**src/rtl/agc_pkg.sv**
```systemverilog
// Shared constants for the gain-error integrator: frame layout and gain width.
package agc_pkg;
    localparam int FRAME_LEN = 16;                  // serial clock periods per frame
    localparam int PAD_LEN   = 4;                   // leading zero bits
    localparam int GAIN_W    = FRAME_LEN - PAD_LEN; // accumulator width
    typedef logic [GAIN_W-1:0] gain_t;
endpackage

```
**src/rtl/agc_win_avg.sv**
```systemverilog
// Window averager: sums |I|+|Q| over 2^WIN_LOG2 strobed samples and emits the
// floor average together with a one-cycle window-end flag.
// Assumes WIN_LOG2 >= 1; the flag and average are valid in the last strobe cycle.
module agc_win_avg #(
    parameter int SAMPLE_W = 8,
    parameter int WIN_LOG2 = 11
) (
    input  logic                       clk,
    input  logic                       rst_n,
    input  logic                       sym_stb,
    input  logic signed [SAMPLE_W-1:0] i_s,
    input  logic signed [SAMPLE_W-1:0] q_s,
    output logic                       win_end,
    output logic [SAMPLE_W:0]          avg_mag
);
    localparam int MAG_W = SAMPLE_W + 1;
    localparam int SUM_W = MAG_W + WIN_LOG2;

    logic [WIN_LOG2-1:0] cnt;
    logic [SUM_W-1:0]    sum;
    logic [SAMPLE_W-1:0] abs_i, abs_q;
    logic [MAG_W-1:0]    mag;
    logic [SUM_W-1:0]    total;

    // Magnitude estimate and running total including the current sample.
    always_comb begin
        abs_i   = i_s[SAMPLE_W-1] ? $unsigned(-i_s) : $unsigned(i_s);
        abs_q   = q_s[SAMPLE_W-1] ? $unsigned(-q_s) : $unsigned(q_s);
        mag     = MAG_W'(abs_i) + MAG_W'(abs_q);
        total   = sum + SUM_W'(mag);
        win_end = sym_stb && (cnt == '1);
        avg_mag = total[SUM_W-1:WIN_LOG2];
    end

    // Count strobes and accumulate; restart at every window end.
    always_ff @(posedge clk) begin
        if (!rst_n) begin
            cnt <= '0;
            sum <= '0;
        end else if (sym_stb) begin
            cnt <= cnt + 1'b1;
            sum <= win_end ? '0 : total;
        end
    end
endmodule

```
**src/rtl/agc_gain_acc.sv**
```systemverilog
// Gain accumulator: adds (target - average) at each window end with clamping,
// holds the configuration registers and selects the reported gain by loop mode.
// Assumes cfg_wr and win_end do not need ordering: a write lands after the edge.
module agc_gain_acc #(
    parameter int SAMPLE_W  = 8,
    parameter int TGT_INIT  = 64,
    parameter int ACC_INIT  = 2048,
    parameter int OPEN_GAIN = 2048
) (
    input  logic              clk,
    input  logic              rst_n,
    input  logic              win_end,
    input  logic [SAMPLE_W:0] avg_mag,
    input  logic              loop_en,
    input  logic              cfg_wr,
    input  logic [SAMPLE_W:0] cfg_target,
    input  logic              cfg_closed,
    output agc_pkg::gain_t    acc,
    output agc_pkg::gain_t    gain_out
);
    import agc_pkg::*;
    localparam int MAG_W = SAMPLE_W + 1;
    localparam int EXT_W = GAIN_W + MAG_W + 2;
    localparam logic signed [EXT_W-1:0] GMAX_S = EXT_W'((2 ** GAIN_W) - 1);

    logic [MAG_W-1:0]        target_q;
    logic                    closed_q, cfg_seen;
    logic signed [MAG_W:0]   diff;
    logic signed [EXT_W-1:0] nxt;
    gain_t                   acc_sat;

    // Configuration registers; any write leaves the reset open-loop state.
    always_ff @(posedge clk) begin
        if (!rst_n) begin
            target_q <= MAG_W'(TGT_INIT);
            closed_q <= 1'b0;
            cfg_seen <= 1'b0;
        end else if (cfg_wr) begin
            target_q <= cfg_target;
            closed_q <= cfg_closed;
            cfg_seen <= 1'b1;
        end
    end

    // Signed error, widened sum and clamp to the gain range.
    always_comb begin
        diff = $signed({1'b0, target_q}) - $signed({1'b0, avg_mag});
        nxt  = EXT_W'($signed({1'b0, acc})) + EXT_W'(diff);
        if (nxt < 0)           acc_sat = '0;
        else if (nxt > GMAX_S) acc_sat = '1;
        else                   acc_sat = nxt[GAIN_W-1:0];
    end

    // Accumulator update at window end when the loop is enabled.
    always_ff @(posedge clk) begin
        if (!rst_n)                 acc <= GAIN_W'(ACC_INIT);
        else if (win_end && loop_en) acc <= acc_sat;
    end

    assign gain_out = (cfg_seen && closed_q) ? acc : GAIN_W'(OPEN_GAIN);
endmodule

```
**src/rtl/agc_serial_tx.sv**
```systemverilog
// Framed serial shifter: on request, once idle, sends 4 zero pads then the
// 12-bit word MSB first; data moves on sclk rise, each phase HALF_DIV cycles.
// Assumes a request made while busy is held until the frame ends.
module agc_serial_tx #(
    parameter int HALF_DIV = 20
) (
    input  logic           clk,
    input  logic           rst_n,
    input  logic           load_req,
    input  agc_pkg::gain_t word,
    output logic           sclk,
    output logic           frame_n,
    output logic           sdata
);
    import agc_pkg::*;
    localparam int HC_W = (HALF_DIV > 1) ? $clog2(HALF_DIV) : 1;
    localparam int BC_W = $clog2(FRAME_LEN);

    logic                 pend, busy, start;
    logic [HC_W-1:0]      hcnt;
    logic [BC_W-1:0]      bcnt;
    logic [FRAME_LEN-1:0] shreg;

    assign start = pend && !busy;

    // Hold a pending load until the shifter is free.
    always_ff @(posedge clk) begin
        if (!rst_n) pend <= 1'b0;
        else        pend <= (pend && !start) || load_req;
    end

    // Phase timer, bit counter and shift register of the frame.
    always_ff @(posedge clk) begin
        if (!rst_n) begin
            busy  <= 1'b0;
            sclk  <= 1'b0;
            hcnt  <= '0;
            bcnt  <= '0;
            shreg <= '0;
        end else if (start) begin
            busy  <= 1'b1;
            sclk  <= 1'b1;
            hcnt  <= '0;
            bcnt  <= '0;
            shreg <= {PAD_LEN'(0), word};
        end else if (busy) begin
            if (hcnt == HC_W'(HALF_DIV - 1)) begin
                hcnt <= '0;
                if (sclk) begin
                    sclk <= 1'b0;
                end else if (bcnt == BC_W'(FRAME_LEN - 1)) begin
                    busy <= 1'b0;
                end else begin
                    sclk  <= 1'b1;
                    bcnt  <= bcnt + 1'b1;
                    shreg <= {shreg[FRAME_LEN-2:0], 1'b0};
                end
            end else begin
                hcnt <= hcnt + 1'b1;
            end
        end
    end

    assign frame_n = !busy;
    assign sdata   = busy && shreg[FRAME_LEN-1];
endmodule

```
**src/rtl/agc_accum_serial.sv**
```systemverilog
// Top level: window averager feeding the clamped gain accumulator, whose value
// is framed out serially after every window. Assumes one sample per sym_stb.
module agc_accum_serial #(
    parameter int SAMPLE_W  = 8,
    parameter int WIN_LOG2  = 11,
    parameter int HALF_DIV  = 20,
    parameter int TGT_INIT  = 64,
    parameter int ACC_INIT  = 2048,
    parameter int OPEN_GAIN = 2048
) (
    input  logic                       clk,
    input  logic                       rst_n,
    input  logic                       sym_stb,
    input  logic signed [SAMPLE_W-1:0] i_samp,
    input  logic signed [SAMPLE_W-1:0] q_samp,
    input  logic                       cfg_wr,
    input  logic [SAMPLE_W:0]          cfg_target,
    input  logic                       cfg_closed,
    input  logic                       loop_en,
    output logic [11:0]                gain_out,
    output logic                       agc_sclk,
    output logic                       agc_frame_n,
    output logic                       agc_sdata
);
    logic              win_end;
    logic [SAMPLE_W:0] avg_mag;
    agc_pkg::gain_t    acc, gain_w;

    agc_win_avg #(.SAMPLE_W(SAMPLE_W), .WIN_LOG2(WIN_LOG2)) u_avg (
        .clk(clk), .rst_n(rst_n), .sym_stb(sym_stb), .i_s(i_samp), .q_s(q_samp),
        .win_end(win_end), .avg_mag(avg_mag)
    );

    agc_gain_acc #(.SAMPLE_W(SAMPLE_W), .TGT_INIT(TGT_INIT), .ACC_INIT(ACC_INIT),
                   .OPEN_GAIN(OPEN_GAIN)) u_acc (
        .clk(clk), .rst_n(rst_n), .win_end(win_end), .avg_mag(avg_mag),
        .loop_en(loop_en), .cfg_wr(cfg_wr), .cfg_target(cfg_target),
        .cfg_closed(cfg_closed), .acc(acc), .gain_out(gain_w)
    );

    agc_serial_tx #(.HALF_DIV(HALF_DIV)) u_tx (
        .clk(clk), .rst_n(rst_n), .load_req(win_end), .word(acc),
        .sclk(agc_sclk), .frame_n(agc_frame_n), .sdata(agc_sdata)
    );

    assign gain_out = gain_w;
endmodule

```
**config.mk**
```make
export PLATFORM = sky130hd
export DESIGN_NAME = agc_accum_serial
export DESIGN_NICKNAME = d
export VERILOG_FILES = /design/src/rtl/agc_pkg.sv /design/src/rtl/agc_win_avg.sv /design/src/rtl/agc_gain_acc.sv /design/src/rtl/agc_serial_tx.sv /design/src/rtl/agc_accum_serial.sv
export SDC_FILE = /design/constraint.sdc
export NUM_CORES = 1
export LEC_CHECK = 0
export ABC_CLOCK_PERIOD_IN_PS = 9250
export CORE_MARGIN = 2
export CORE_UTILIZATION = 59
export DETAILED_ROUTE_END_ITERATION = 16
export HOLD_SLACK_MARGIN = 0.02
export PLACE_DENSITY = 0.77
export SLEW_MARGIN = 20
export SYNTH_ARGS = -nofsm -noshare
export SYNTH_HDL_FRONTEND = slang
export SYNTH_HIERARCHICAL = 1
export SYNTH_SLANG_ARGS = --single-unit
```
**constraint.sdc**
```tcl
create_clock -name clk -period 9.25 [get_ports clk]
set_input_delay 1.3875 -clock clk [delete_from_list [all_inputs] [get_ports clk]]
set_output_delay 1.3875 -clock clk [all_outputs]
set_load 0.01 [all_outputs]
```
# Word-level counts from Yosys, hierarchy flattened
# Cells that the tools add are included.
dict set report op_classes {
  muxes 21
  n_bitwise 3
  magnitude_cmp 2
  n_reduce_logical 15
  n_eq_ne 5
  n_addsub 9
}
# operator count
set op_table {}
lappend op_table {{$mux 12} 8}
lappend op_table {{$add 20x9->20} 1}
lappend op_table {{$mux 20} 1}
lappend op_table {{$mux 8} 2}
lappend op_table {{$neg 8->8} 2}
lappend op_table {{$add 13x10->14} 1}
lappend op_table {{$gt 14x13->1 const B} 1}
lappend op_table {{$lt 14x1->1 const B} 1}
lappend op_table {{$add 11x1->11 const B} 1}
lappend op_table {{$eq 11x11->1 const B} 1}
lappend op_table {{$sub 9x9->10} 1}
lappend op_table {{$add 8x8->9} 1}
lappend op_table {{$mux 1} 9}
lappend op_table {{$reduce_and 4->1} 2}
lappend op_table {{$logic_and 1x1->1} 6}
lappend op_table {{$add 5x1->5 const B} 1}
lappend op_table {{$eq 5x5->1 const B} 1}
lappend op_table {{$mux 5} 1}
lappend op_table {{$add 4x1->4 const B} 1}
lappend op_table {{$eq 4x4->1 const B} 1}
lappend op_table {{$reduce_bool 2->1} 2}
lappend op_table {{$not 1->1} 3}
lappend op_table {{$logic_not 1->1} 2}
lappend op_table {{$ne 2x1->1 const B} 1}
lappend op_table {{other kinds (4)} 4}
dict set report totals {
  wordCells 68
  register_bits 82
  inputBits 31
}

# Longest topological paths before layout
dict set report logic_depth {
  word_depth 9
  ltp_mapped 33
  ltp_nobuf 30
}

# Modules after synthesis
# Netlist, hierarchy kept.
# module area_per_inst_um2 seq_area_each_um2 instances cells_each
set by_module_without_submodules {}
lappend by_module_without_submodules {agc_win_avg 2376.0 620.6 1 286}
lappend by_module_without_submodules {agc_gain_acc 1975.6 460.4 1 237}
lappend by_module_without_submodules {agc_serial_tx 1191.1 560.5 1 146}

# Least setup slack after synthesis
# Ideal clock, no wire load.
dict set report synth_path {
  kind {input to register}
  startpoint {in i_samp[0]}
  endpoint {reg u_acc.acc[5]}
  t_required_ns 9.131
  slack_ns 2.245
  stages 32
  t_arrival_ns 6.887
  cell_sequence {inv_1 > ha_1 > mux2i_1 > fa_1 > inv_1 > ha_1 > inv_1 > fa_1 > nor2b_1 > o31a_4 > o21ai_2 > buf_6 > nor2_1 > xor2_1 > inv_1 > ha_1 > nor2b_1 > o21ai_0 > nand2b_1 > a21o_1 > a21oi_1 > o21ai_0 > xor2_1 > ha_1 > a2111o_1 > a21oi_2 > a211oi_1 > a2bb2oi_1 > a22o_4 > buf_6 > o211ai_2 > a21boi_1}
}
dict set report synth_between {
  elab_chain_len 9
  word_cells_on_any_way 10
  cone_classes {5 x add/sub; 2 x order compare; 3 x mux}
}
# element line
set synth_lines {}
lappend synth_lines {{start: declaration} agc_accum_serial.sv:14} ;# input logic signed [SAMPLE_W-1:0] i_samp,
lappend synth_lines {{$neg 8->8} agc_win_avg.sv:27} ;# abs_i = i_s[SAMPLE_W-1] ? $unsigned(-i_s) : $unsigned(i_s);
lappend synth_lines {{$mux 8 *} agc_win_avg.sv:27}
lappend synth_lines {{$add 8x8->9 *} agc_win_avg.sv:29} ;# mag = MAG_W'(abs_i) + MAG_W'(abs_q);
lappend synth_lines {{$add 20x9->20 *} agc_win_avg.sv:30} ;# total = sum + SUM_W'(mag);
lappend synth_lines {{named net avg_mag[2]} agc_accum_serial.sv:26} ;# logic [SAMPLE_W:0] avg_mag;
lappend synth_lines {{$sub 9x9->10 *} agc_gain_acc.sv:47} ;# diff = $signed({1'b0, target_q}) - $signed({1'b0, avg_mag});
lappend synth_lines {{$add 13x10->14 *} agc_gain_acc.sv:48} ;# nxt = EXT_W'($signed({1'b0, acc})) + EXT_W'(diff);
lappend synth_lines {{$gt 14x13->1} agc_gain_acc.sv:50} ;# else if (nxt > GMAX_S) acc_sat = '1;
lappend synth_lines {{$mux 12} agc_gain_acc.sv:50}
lappend synth_lines {{$mux 12 *} agc_gain_acc.sv:49} ;# if (nxt < 0) acc_sat = '0;
lappend synth_lines {{end signal: assignment} agc_gain_acc.sv:56} ;# if (!rst_n) acc <= GAIN_W'(ACC_INIT);
lappend synth_lines {{end signal: assignment} agc_gain_acc.sv:57} ;# else if (win_end && loop_en) acc <= acc_sat;
lappend synth_lines {{end: declaration} agc_gain_acc.sv:18} ;# output agc_pkg::gain_t acc,
# The timed path passes the listed nets; every way through them passes the cells marked *.
# A chain may end at the register's enable or synchronous reset.

# Worst setup path in the final report
dict set report layout_path {
  startpoint {in i_samp[2]}
  endpoint {reg u_acc.acc[11]}
}
# Same word-level chain as after synthesis.

==> flow_summary.yaml <==
die:
  core_sq_mm: 0.00920
  io_pins: 46
  start_util: 0.603
  rows: 35
  dieArea_sq_mm: 0.0102
  die_h_um: 101
  die_w_um: 101
synth:
  ys_seq_area_frac: 0.296
  syn_area_per_cell_sq_um: 8.29
  synth.cell_area_sq_mm: 0.00554
  synth_xor_area_frac: 0.0790
  synth.top_cell.area_share: 0.296
  ys.flop_type: "dfxtp_1"
  synth_edf_count: 0
  yosysTopAreaCell: "dfxtp_1"
  ys_ff_latch: 82
  yosys-top-cells-area: "dfxtp_1 (30%), ha_1 (7.7%), nand2_1 (4.2%)"
  async_flop_share: 0
  syn_inst: 669
  synth_compound_area_frac: 0.198
  synthAdderAreaFrac: 0.118
  muxShareOfSynthArea: 0.0289
  syn-num-nets: 745
  synth_top_family_by_area: "simple AND/OR/NAND/NOR gates"
  synth-simple-area-share: 0.223
  yosys_warnings: 6
  synthDistinctLibCells: 71
finish:
  layout.nets: 780
  layout-drive-gt1-share: 0.0550
  antennaDiodeCount: 0
  area_growth_syn_to_layout_pct: 12.9
  final_cell_mix: "dfxtp_1 (82), nand2_1 (62), inv_1 (51), nor2_1 (48)"
  mostFrequentLayoutCell: "dfxtp_1"
  nFillCells: 772
clocking:
  clkSinkCount: 82
  clock_latency_ps: 360
  hold_buffers: 0
  clockBufferDepth: 2
  cts_buffers: 9
  cts_resized: 0
  post-cts-setup-buffer-count: 0
  tritoncts: "yes"
  htreeDepth: 3
  clk_pin_slew_ps: 90
  root_buffer: "clkbuf_8"
power:
  p_leak_nw: 2.55
  p_per_area_mw_per_mm2: 158
  pwr-share-seq: 0.386
  totalPowerFinal_mw: 0.989
  switching_share: 0.329
  p_int_mw: 0.664
  p_sw_mw: 0.325
  clkPwrFrac: 0.298
  vdd_ir_drop_max_mv: 0.100
  comb_power_share: 0.316
critical_path:
  required_ps: 9490
  worst_setup_path_end_kind: "register"
  arrival_ps: 8010
  critPathKind: "in -> reg"
  critPathLaunchType: "primary input"
  reg2reg_slack_ps: 3140
  slowest_delay_ps: 520
  critical_path.max_fanout: 13
  crit_slowest_cell: "fa_1"
timing:
  finalCritPeriodShare: 0.840
  max_freq_ghz: 0.129
  finalSetupViolCount: 0
  fin_skew_ps: 7.73
  slew_headroom: 0.289
  worst_slack_ps: 1480
  fin_crit_ps: 7770
  totalNegativeSetupSlack_ps: 0
  hold_viol_final: 0
  rsz0062_at_grt: "false"
  max_slew.worst_pin.slew_ps: 1060
  slew_violations: 0
place:
  gp_congestion: 0.901
  dp_hpwl_um: 9050
  pre_cts_ws_ps: 1210
  port_buffers: 45
routing:
  wire_per_inst_um: 14.7
  avgViaCountPerCell: 5.92
  drc_errors: 0
  drtPass1Iterations: 5
  postRouteAntennaNets: 0
  wl_um: 12100
  initialDrtViolationCount: 198
  routed-via-count: 4858
global_routing:
  antenna_found_initial: 0
  grt_overflow: 0
  grt_pass1_wl_um: 20500
  grt_pass1_vias: 4632
  grtUsageTotal: 0.249
  grt_max_degree: 41
run_status:
  status: "completed"
job:
  maxCapViolCount: 0
worst_hold_path:
  hold_class: "reg -> reg"
[registers in the layout, indices dropped and copies added (netlist names)]
name	flops
u_tx/busy	1
u_tx/hcnt	5
u_tx/pend	1
u_avg/sum	20
u_acc/target_q	9
u_acc/closed_q	1
u_avg/cnt	11
u_acc/cfg_seen	1
u_tx/bcnt	4
u_tx/sclk	1
u_tx/shreg	16
u_acc/acc	12
[final timing paths]
check,start,endpoint,cells after the start
max reg2reg,u_avg/sum[1],u_acc/acc[11],28
min,u_tx/shreg[11],u_tx/shreg[12],2
max,i_samp[2],u_acc/acc[11],29
min reg2reg,u_tx/shreg[11],u_tx/shreg[12],2
[logic make-up (layout without fill, tap and decap cells)]
family | count (synthesis) | in the layout
flip-flops | 82 | 82
XOR/XNOR | 50 | 50
multiplexers | 16 | 16
AND/OR/NAND/NOR | 238 | 238
buffers and inverters | 75 | 115
adder cells (fa/ha/maj) | 46 | 46
AO/OA/AOI/OAI | 162 | 162
[Yosys cell counts (5+ instances only)]
| cell type | instances |
|---|---|
| fa_1 | 11 |
| nor2b_1 | 17 |
| a21oi_1 | 45 |
| mux2i_1 | 16 |
| o211ai_1 | 14 |
| nand4_1 | 7 |
| and3_1 | 19 |
| nand2_1 | 62 |
| nand3_1 | 15 |
| or3_1 | 11 |
| o21a_1 | 8 |
| xor2_1 | 24 |
| nor2_1 | 48 |
| o21ai_0 | 27 |
| o22ai_1 | 5 |
| nor3_1 | 17 |
| a21o_1 | 9 |
| ha_1 | 34 |
| dfxtp_1 | 82 |
| xnor2_1 | 26 |
| and2_1 | 12 |
| nand2b_1 | 7 |
| clkbuf_1 | 13 |
| inv_1 | 51 |
| o21ai_1 | 13 |
[cell type report]
cell class	count	area [sq um]	area share
Clock buffer	9	124	0.0198
Multi-Input combinational cell	512	3590	0.574
Clock inverter	7	103	0.0164
Tap cell	111	139	0.0222
Sequential cell	82	1640	0.262
Inverter	53	199	0.0318
Timing Repair Buffer	46	458	0.0732
[power by group through the flow]
stage / Combinational (mW) / Clock (mW) / Sequential (mW)
after floorplan: 0.246 / 0 / 0.386
after global placement: 0.302 / 0 / 0.389
after detailed placement: 0.308 / 0 / 0.390
after CTS: 0.311 / 0.301 / 0.382
after global routing: 0.350 / 0.318 / 0.384
final: 0.313 / 0.295 / 0.382
[routing by layer]
metal | vias to the layer above | global-route usage | share of wire
met5 | - | 0 | 0
met4 | 0 | 0.0967 | 0.023
met3 | 26 | 0.0527 | 0.053
met2 | 159 | 0.408 | 0.45
met1 | 2255 | 0.322 | 0.47
li1 | 2418 | - | -
[critical path, delay by kind of cell]
family	cells	cell delay, ps
compound gates	14	2930
fa+ha+maj	4	1510
buf+inv	3	570
simple gates	5	1070
xor+xnor	3	530
[metrics by stage]
step,hold WS (ps),utilization,std cells,instance area [sq um]
floorplan,430,-,669,5540
global placement,438,0.656,804,6030
detailed placement,446,0.656,804,6030
CTS,458,0.680,820,6260
global route,474,0.680,820,6260
finish,456,0.680,820,6260
Power figures use the tool's default switching activity.
